**src/rtl/srq_pkg.sv**
```systemverilog
package srq_pkg;
    typedef enum logic [2:0] {
        ST_IDLE,
        ST_BANG,
        ST_TENS,
        ST_ONES,
        ST_CR
    } srq_state_e;

    localparam logic [7:0] CH_BANG = 8'h21;
    localparam logic [7:0] CH_CR   = 8'h0D;
    localparam logic [7:0] CH_ZERO = 8'h30;
endpackage

```
**src/rtl/srq_edge_detect.sv**
```systemverilog
module srq_edge_detect #(
    parameter int W = 8
) (
    input  logic         clk,
    input  logic [W-1:0] cond_i,
    input  logic [W-1:0] mask_i,
    output logic [W-1:0] cond_q_o,
    output logic [W-1:0] rise_o,
    output logic         change_o
);
    logic [W-1:0] cond_q;

    // Previous-cycle copy; during power-up it tracks the live value, giving a baseline.
    always_ff @(posedge clk) begin
        cond_q <= cond_i;
    end

    assign cond_q_o = cond_q;
    assign rise_o   = cond_i & ~cond_q & mask_i;
    assign change_o = |((cond_i ^ cond_q) & mask_i);
endmodule

```
**src/rtl/srq_regs.sv**
```systemverilog
module srq_regs #(
    parameter int W = 8
) (
    input  logic         clk,
    input  logic         por_n,
    input  logic         ena_wr_i,
    input  logic [W-1:0] ena_data_i,
    input  logic         mask_clr_i,
    input  logic         evt_clr_i,
    input  logic [W-1:0] evt_set_i,
    output logic [W-1:0] mask_o,
    output logic [W-1:0] evt_o
);
    logic [W-1:0] mask_q;
    logic [W-1:0] evt_q;

    always_ff @(posedge clk) begin
        if (!por_n) begin
            mask_q <= '0;
        end else if (mask_clr_i) begin
            mask_q <= '0;
        end else if (ena_wr_i) begin
            mask_q <= ena_data_i;
        end
    end

    // Clear first, then OR in new edges: a same-cycle edge survives the clear.
    always_ff @(posedge clk) begin
        if (!por_n) begin
            evt_q <= '0;
        end else begin
            evt_q <= (evt_clr_i ? '0 : evt_q) | evt_set_i;
        end
    end

    assign mask_o = mask_q;
    assign evt_o  = evt_q;
endmodule

```
**src/rtl/srq_msg_tx.sv**
```systemverilog
module srq_msg_tx
    import srq_pkg::*;
#(
    parameter int AW       = 7,
    parameter int MAX_ADDR = 99
) (
    input  logic          clk,
    input  logic          por_n,
    input  logic          abort_i,
    input  logic          trig_i,
    input  logic [AW-1:0] addr_i,
    input  logic          ready_i,
    output logic          valid_o,
    output logic [7:0]    data_o
);
    localparam logic [AW-1:0] ADDR_CAP = AW'(MAX_ADDR);

    srq_state_e    state, state_nxt;
    logic          pend_q;
    logic [AW-1:0] addr_q;
    logic          go;
    logic          start;
    logic [7:0]    tens_chr;
    logic [7:0]    ones_chr;

    assign go    = trig_i | pend_q;
    assign start = go && ((state == ST_IDLE) || (state == ST_CR && ready_i));

    always_comb begin
        state_nxt = state;
        unique case (state)
            ST_IDLE: if (go)      state_nxt = ST_BANG;
            ST_BANG: if (ready_i) state_nxt = ST_TENS;
            ST_TENS: if (ready_i) state_nxt = ST_ONES;
            ST_ONES: if (ready_i) state_nxt = ST_CR;
            ST_CR:   if (ready_i) state_nxt = go ? ST_BANG : ST_IDLE;
            default:              state_nxt = ST_IDLE;
        endcase
    end

    always_ff @(posedge clk) begin
        if (!por_n || abort_i) begin
            state  <= ST_IDLE;
            pend_q <= 1'b0;
            addr_q <= '0;
        end else begin
            state <= state_nxt;
            if (start) begin
                pend_q <= 1'b0;
                addr_q <= (addr_i > ADDR_CAP) ? ADDR_CAP : addr_i;
            end else if (state != ST_IDLE && trig_i) begin
                pend_q <= 1'b1;
            end
        end
    end

    assign tens_chr = CH_ZERO + 8'(addr_q / AW'(10));
    assign ones_chr = CH_ZERO + 8'(addr_q % AW'(10));

    always_comb begin
        valid_o = 1'b1;
        data_o  = 8'h00;
        unique case (state)
            ST_IDLE: valid_o = 1'b0;
            ST_BANG: data_o  = CH_BANG;
            ST_TENS: data_o  = tens_chr;
            ST_ONES: data_o  = ones_chr;
            ST_CR:   data_o  = CH_CR;
            default: valid_o = 1'b0;
        endcase
    end
endmodule

```
**src/rtl/fault_srq_latch.sv**
```systemverilog
module fault_srq_latch #(
    parameter int COND_W   = 8,
    parameter int ADDR_W   = 7,
    parameter int MAX_ADDR = 99
) (
    input  logic              clk,
    input  logic              por_n,
    input  logic [COND_W-1:0] cond_i,
    input  logic              ena_wr_i,
    input  logic [COND_W-1:0] ena_data_i,
    input  logic              evt_rd_i,
    input  logic              cls_i,
    input  logic              rst_cmd_i,
    input  logic [ADDR_W-1:0] addr_i,
    output logic [COND_W-1:0] evt_o,
    output logic [7:0]        tx_data_o,
    output logic              tx_valid_o,
    input  logic              tx_ready_i
);
    logic [COND_W-1:0] ena_q;
    logic [COND_W-1:0] cond_q;
    logic [COND_W-1:0] rise;
    logic              change;

    srq_edge_detect #(.W(COND_W)) u_edge (
        .clk      (clk),
        .cond_i   (cond_i),
        .mask_i   (ena_q),
        .cond_q_o (cond_q),
        .rise_o   (rise),
        .change_o (change)
    );

    srq_regs #(.W(COND_W)) u_regs (
        .clk        (clk),
        .por_n      (por_n),
        .ena_wr_i   (ena_wr_i),
        .ena_data_i (ena_data_i),
        .mask_clr_i (rst_cmd_i),
        .evt_clr_i  (evt_rd_i | cls_i),
        .evt_set_i  (rise),
        .mask_o     (ena_q),
        .evt_o      (evt_o)
    );

    srq_msg_tx #(.AW(ADDR_W), .MAX_ADDR(MAX_ADDR)) u_tx (
        .clk     (clk),
        .por_n   (por_n),
        .abort_i (rst_cmd_i),
        .trig_i  (change),
        .addr_i  (addr_i),
        .ready_i (tx_ready_i),
        .valid_o (tx_valid_o),
        .data_o  (tx_data_o)
    );
endmodule

```
**config.mk**
```make
export PLATFORM = sky130hd
export DESIGN_NAME = fault_srq_latch
export DESIGN_NICKNAME = d
export VERILOG_FILES = /design/src/rtl/srq_pkg.sv /design/src/rtl/srq_edge_detect.sv /design/src/rtl/srq_regs.sv /design/src/rtl/srq_msg_tx.sv /design/src/rtl/fault_srq_latch.sv
export SDC_FILE = /design/constraint.sdc
export NUM_CORES = 1
export LEC_CHECK = 0
export BUFFER_PORTS_ARGS = -buffer_cell sky130_fd_sc_hd__buf_2
export CAP_MARGIN = 20
export CORE_UTILIZATION = 59
export CTS_CLUSTER_DIAMETER = 100
export DETAILED_ROUTE_END_ITERATION = 6
export PLACE_DENSITY = 0.87
export RECOVER_POWER = 100
export SKIP_LAST_GASP = 1
export SYNTH_ARGS = -nofsm -noshare
export SYNTH_HDL_FRONTEND = slang
export SYNTH_SLANG_ARGS = --single-unit
```
**constraint.sdc**
```tcl
create_clock -name clk -period 4.44 [get_ports clk]
set_input_delay 0.666 -clock clk [delete_from_list [all_inputs] [get_ports clk]]
set_output_delay 0.666 -clock clk [all_outputs]
set_load 0.01 [all_outputs]
```
==> impl_results.md, run 1 <==
- Measured slew at the worst slew-check pin: 0.9993 ns
- Compound-Gate Fraction of Synth Area: 21.66%
- Final-report setup violation count: 0
- Crit path kind: register to output pin
- Critical Path AT: 2.64 ns
- Fraction of layout cells with a size suffix above 1: 11.07%
- Clock Tree Root: clkbuf_8
- Final worst setup slack: 1.135 ns
- CTS Buf Count: 5
- Post-CTS Setup Inserts: 0
- Max_cap viols: 0
- All-Layer GR Usage: 27.51%
- Post-CTS Resized: 0
- Pre-CTS setup slack: 1.639 ns
- Leak pwr: 1.017 nW
- Cts hold-fix bufs: 0
- RSZ-0062 raised after global routing: false
- Synthesized flop and latch total: 35
- Grt total ovfl: 0
- Placed cells: 345
- Core area: 3468 sq um
- Asr flop ratio synth: 0%
- Worst hold path type: primary input to register
- Setup TNS: 0 ns
- Area Overhead vs Synth: 11.79%
- Crit-path max FO: 22
- Die X-Extent: 63.32 microns
- DP Area: 2409 sq um
- Mux contribution to synthesized area: 7.276%
- Die height: 63.32 microns
- Worst vdd ir: 0.0002769 V
- Final min period: 3.305 ns
- CTS tree: built
- Outcome: finished clean
- Yosys warns: 0
- Vias in the first global route: 1896
- Average wire per standard cell: 14.31 microns
- Setup crit end kind: output pin
- Starting DRC count in detailed routing: 339
- DR vias: 2149
- Fill cells: 292
- Total power: 0.6885 mW
- CP Launch Type: register
- Number of flops mapped to enable cells by yosys: 0
- WL final: 5052 microns
- Row cnt: 21
- Pwr/cell area: 277.6 nW/um^2
- Max-slew headroom: 33.29%
- Critical Path RT: 3.77 ns
- Die area: 4009 sq um
- Sequential area share after synthesis: 31.58%
- Gpl congestion: 0.9249
- Clock sinks: 35
- Fin. max-slew vios: 0
- Layout net count: 345
- Input/output buffers: 44
- Io pins: 47
- Final period util: 74.44%
- Xor/xnor cell area share of the yosys netlist: 1.974%
- Setup Skew: 0.007801 ns
- Synthesized area per cell: 8.156 sq um
- Clock edge transition at the registers on the reported setup and hold paths: 0.07 ns
- Hpwl dp: 3613 microns
- Synth Instances: 272
- Initial DRT Pass Iterations: 7
- Antenna diodes: 0
- Post-Synth Adder-Cell Area: 5.076%
- Pin count of the biggest net entering global routing: 33
- Post-synth cell types: 54
- Final hold slack: 0.4986 ns
- Synthesized area: 2218 sq um
- Initial antenna violation count: 0
- Fmax: 0.3026 GHz
- Post-route insts no fill: 353
- Main flop type after synthesis: dfxtp_1
- Final Hold Fails: 0
- Bufs on Longest Clock Path: 2
- Fin util: 71.50%
- Largest family of logic cells by synthesized area: simple AND/OR/NAND/NOR gates
- Global-route wire length before repair: 8735 microns
- Worst skew pair latency: 0.28 ns
- Post-Layout Inst Area: 2480 sq um
- Initial core utilization: 63.96%
- # DRC: 0
- H-tree levels: 2
- Post-DRT Antenna Nets: 0
- Synth Area in Simple Gates: 24.42%
- Drt via density: 6.088
==> worst max-delay path: stages, from the launching register on <==
cell and delay, ns:
dfxtp_1 0.75, nor3b_1 0.61, a22o_1 0.25, o31ai_1 0.09
a211o_1 0.34, a31oi_1 0.15, buf_2 0.15
==> final cells by class <==
| type | instances | area, sq um | share of cell area, % |
|---|---|---|---|
| clock buffer | 7 | 96.34 | 3.885 |
| clock inverter | 1 | 7.507 | 0.3027 |
| inverter | 21 | 78.83 | 3.179 |
| multi-input combinational | 199 | 1344 | 54.19 |
| sequential | 35 | 700.7 | 28.25 |
| tap | 46 | 57.56 | 2.321 |
| timing repair buffer | 44 | 195.2 | 7.871 |
==> flip-flops by register name, summed over array words and instances (netlist names) <==
signal	flops
u_tx.addr_q	7
u_regs.evt_o	8
u_regs.mask_o	8
u_tx.state	3
u_tx.pend_q	1
u_edge.cond_q_o	8
==> logic make-up after synthesis <==
kind of cell    Yosys count
xor+xnor                  5
mux                      16
simple gates            100
buf+inv                  39
other cells               2
flops                    35
compound gates           66
fa+ha+maj                 9
==> cells in the final DEF, fill, tap and decap left out, types with 3 or more instances in the layout <==
cell       instances
clkbuf_1          20
nor2b_1           17
nor3b_1            7
nor3_1             3
nand2b_1           6
a22oi_1           10
nand2_1           21
o31ai_1            3
a31oi_1            4
a21oi_1            7
inv_1             21
xnor2_1            3
nand4_1            3
mux2i_1           15
ha_1               9
a211oi_1           7
nand3_1            7
nor2_1            23
clkbuf_8           7
o21ai_0           10
dfxtp_1           35
conb_1             3
o2111ai_1          3
buf_2             24
==> per-layer routing <==
layer	routed length (microns)	vias up	track usage (%)	share of wire, %
li1	-	1047	-	-
met1	2258	969	38.70	45
met2	2285	120	42.95	45
met3	428	13	4.529	8.5
met4	80	0	7.955	1.6
met5	0	-	0	0
==> path summary, 6_finish.rpt <==
| path | endpoint | from | cells after the start | slack (ns) |
|---|---|---|---|---|
| setup / recovery | tx_data_o[0] | u_tx.addr_q[6] | 6 | 1.14 |
| hold / removal | u_edge.cond_q_o[2] | cond_i[2] | 1 | 0.50 |
| setup reg to reg | u_tx.addr_q[4] | u_edge.cond_q_o[2] | 7 | 2.36 |
| hold reg to reg | u_regs.evt_o[0] | u_regs.evt_o[0] | 2 | 0.52 |
==> Yosys cell counts, types with 3 or more instances <==
cell type | count | area, sq um
inv_1 | 21 | 78.83
nand3_1 | 7 | 35.03
mux2i_1 | 15 | 150.1
nand2b_1 | 6 | 37.54
nor2_1 | 23 | 86.33
o31ai_1 | 3 | 22.52
a22oi_1 | 10 | 75.07
nor3b_1 | 6 | 45.04
nand2_1 | 20 | 75.07
clkbuf_1 | 7 | 26.28
xnor2_1 | 3 | 26.28
a31oi_1 | 4 | 25.02
nor2b_1 | 17 | 106.4
nand4_1 | 3 | 18.77
a211oi_1 | 7 | 52.55
o21ai_0 | 10 | 50.05
o2111ai_1 | 3 | 26.28
buf_4 | 4 | 30.03
buf_2 | 7 | 35.03
nor3_1 | 3 | 15.01
ha_1 | 9 | 112.6
dfxtp_1 | 35 | 700.7
a21oi_1 | 7 | 35.03
==> power by group <==
group	switching (mW)	leakage [nW]	internal [mW]	total (mW)
combinational	0.0540	0.680	0.0444	0.0984
sequential	0.0169	0.286	0.324	0.341
clock	0.108	0.0505	0.141	0.249
total	0.179	1.02	0.509	0.688
Power figures use the tool's default switching activity.
==> run 2, diff against run 1 <==
--- a/config.mk
+++ b/config.mk
@@ -5,12 +5,13 @@
 export SDC_FILE = /design/constraint.sdc
 export NUM_CORES = 1
 export LEC_CHECK = 0
+export ABC_AREA = 1
 export BUFFER_PORTS_ARGS = -buffer_cell sky130_fd_sc_hd__buf_2
 export CAP_MARGIN = 20
-export CORE_UTILIZATION = 59
+export CORE_UTILIZATION = 52
 export CTS_CLUSTER_DIAMETER = 100
 export DETAILED_ROUTE_END_ITERATION = 6
-export PLACE_DENSITY = 0.87
+export PLACE_DENSITY = 0.81
 export RECOVER_POWER = 100
 export SKIP_LAST_GASP = 1
 export SYNTH_ARGS = -nofsm -noshare
==> constraint.sdc (replaced) <==
create_clock -name clk -period 3.2 [get_ports clk]
set_input_delay 0.48 -clock clk [delete_from_list [all_inputs] [get_ports clk]]
set_output_delay 0.48 -clock clk [all_outputs]
set_load 0.01 [all_outputs]
==> impl_results.md, run 2 <==
- Count leader, synth: nand2_1
- Area Overhead vs Synth: 16.56%
- Setup Skew: 0.003159 ns (-0.004642 ns)
- WL final: 3562 microns (-29%)
- Core area: 3337 sq um (-3.8%)
- Global-route wire length before repair: 5720 microns (-35%)
- Die area: 3742 sq um (-6.7%)
- CP Launch Type: register
- Io pins: 47 (unchanged)
- H-tree levels: 2 (unchanged)
- Crit-path max FO: 6 (-73%)
- Synth area leader: dfxtp_1
- Setup TNS: 0 ns (unchanged)
- Final min period: 2.750 ns
- Synth Instances: 247 (-9.2%)
- Outcome: finished clean
- Final-report setup violation count: 0 (unchanged)
- All-Layer GR Usage: 20.63% (-6.9 points)
- CTS Buf Count: 5 (unchanged)
- Synthesized flop and latch total: 35 (unchanged)
- Asr flop ratio synth: 0% (unchanged)
- Critical Path AT: 2.27 ns (-0.37 ns)
- Antenna diodes: 0 (unchanged)
- Top cells by count, synth: 47 x nand2_1, 42 x inv_1, 35 x dfxtp_1
- Gpl congestion: 0.8638 (-6.6%)
- Cts hold-fix bufs: 0 (unchanged)
- Post-synth cell types: 29 (-46%)
- Average wire per standard cell: 10.42 microns (-27%)
- Leak pwr: 1.016 nW (about the same)
- Clock sinks: 35 (unchanged)
- Input/output buffers: 44 (unchanged)
- Layout net count: 335 (-2.9%)
- Max_cap viols: 0 (unchanged)
- Worst skew pair latency: 0.33 ns (+0.05 ns)
- Critical Path RT: 2.72 ns (-1.05 ns)
- Initial DRT Pass Iterations: 4 (-3)
- Row cnt: 21 (unchanged)
- Measured slew at the worst slew-check pin: 0.7412 ns (-0.2581 ns)
- Setup crit end kind: output pin
- Drt via density: 4.977 (-18%)
- Fmax: 0.3637 GHz
- Fraction of layout cells with a size suffix above 1: 16.89% (+5.8 points)
- Bufs on Longest Clock Path: 2 (unchanged)
- RSZ-0062 raised after global routing: false
- Pin count of the biggest net entering global routing: 15 (-55%)
- Commonest non-fill, non-tap cell in the layout: nand2_1
- Initial antenna violation count: 0 (unchanged)
- Fin. max-slew vios: 0 (unchanged)
- Clock edge transition at the registers on the reported setup and hold paths: 0.10 ns (+0.03 ns)
- Sequential area share after synthesis: 38.49% (+6.9 points)
- Post-CTS Setup Inserts: 0 (unchanged)
- Grt total ovfl: 0 (unchanged)
- Synth area leaders: dfxtp_1 38%, nand2_1 9.7%, inv_1 8.7%
- Final period util: 85.93%
- Yosys top cell area share: 38.49% (+6.9 points)
- Hpwl dp: 2875 microns (-20%)
- DR vias: 1702 (-21%)
- Worst vdd ir: 0.0002286 V (-17%)
- Die height: 61.17 microns (-3.4%)
- Synthesized area: 1820 sq um (-18%)
- Starting DRC count in detailed routing: 59 (-83%)
- Synthesized area per cell: 7.370 sq um (-9.6%)
- Post-DRT Antenna Nets: 0 (unchanged)
- Vias in the first global route: 1466 (-23%)
- Clock Tree Root: clkbuf_4
- Crit path kind: register to output pin
- # DRC: 0 (unchanged)
- Pwr/cell area: 482.8 nW/um^2 (+74%)
- Most frequent cells in the layout: 48 x nand2_1, 44 x inv_1, 35 x dfxtp_1
- Yosys warns: 0 (unchanged)
- Final hold slack: 0.2566 ns (-0.2420 ns)
- Final Hold Fails: 0 (unchanged)
- Die X-Extent: 61.17 microns (-3.4%)
- CTS tree: built
- Max-slew headroom: 49.96% (+17 points)
- Total power: 1.025 mW (+49%)
- Post-CTS Resized: 0 (unchanged)
- Hold depth: 1 (unchanged)
- Initial core utilization: 54.56% (-9.4 points)
- Main flop type after synthesis: dfxtp_1
- Number of flops mapped to enable cells by yosys: 0 (unchanged)
- Reg2Reg Depth: 11 (+4)
- Worst hold path type: primary input to register
==> run 2: cell count changes after synthesis, sizes merged, moves of 11 or more <==
cell   before  now
nand3       7   18
nor2b      17    0
mux2i      15    0
a21oi       7   29
inv        21   46
nand2      21   55
nor2       23    8
==> run 2: area by class of cell <==
type,instances,area [sq um]
Clock buffer,6,51.30
Clock inverter,1,5.005
Fill cell,317,1215
Inverter,48,180.2
Multi-Input combinational cell,161,922.1
Sequential cell,35,700.7
Tap cell,46,57.56
Timing Repair Buffer,45,205.2
==> run 2: logic make-up after synthesis <==
family,share of synthesized area (%)
buf+inv,10.93
compound gates,18.76
xor+xnor,1.306
simple gates,23.92
fa+ha+maj,6.186
flops,38.49
other cells,0.4125
==> run 2: power breakdown <==
group	switching (mW)	internal (mW)	total (mW)
registers	0.0209	0.461	0.482
logic	0.193	0.110	0.303
clock network	0.138	0.102	0.240
==> run 2: metal layers <==
layer  share of wire (%)  global-route usage (%)  vias up
met4                 1.6                   8.766        0
li1                    -                       -      906
met1                  46                   23.87      757
met2                  48                   36.49       35
met5                   0                       0        -
met3                 4.5                   4.622        4
==> run 2: path summary, 6_finish.rpt <==
path / from / to / slack, ns
worst max-delay path: u_tx.addr_q[5] / tx_data_o[1] / 0.45
worst min-delay path: cond_i[7] / u_edge.cond_q_o[7] / 0.26
worst max register to register: u_edge.cond_q_o[5] / u_tx.addr_q[1] / 1.28
worst min register to register: u_regs.mask_o[7] / u_regs.evt_o[7] / 0.46
==> run 2: stage by stage <==
stage | std cells | utilization (%) | worst slack (ns) | instance area [sq um]
finish | 342 | 63.59 | 0.4504 | 2122
detailed placement | 335 | 62.65 | 0.8768 | 2091
global placement | 335 | 62.65 | 0.9467 | 2091
global route | 342 | 63.59 | 0.1789 | 2122
floorplan | 248 | - | 1.133 | 1824
CTS | 342 | 64.34 | 0.5020 | 2147
==> run 2: critical path: stages, from the launching register on <==
cell and delay, ns:
dfxtp_1 0.44, inv_1 0.11, nand3_1 0.12, nand2_1 0.06, clkinv_1 0.05, nand2_1 0.11, nand2_4 0.10, nand3_2 0.10
nand2_2 0.12, nand2_4 0.08, nand2_2 0.09, nand3_2 0.08, nand2_4 0.10, nand2_4 0.06, nand2_1 0.06, nand3_1 0.07
nand2_1 0.08, buf_2 0.12
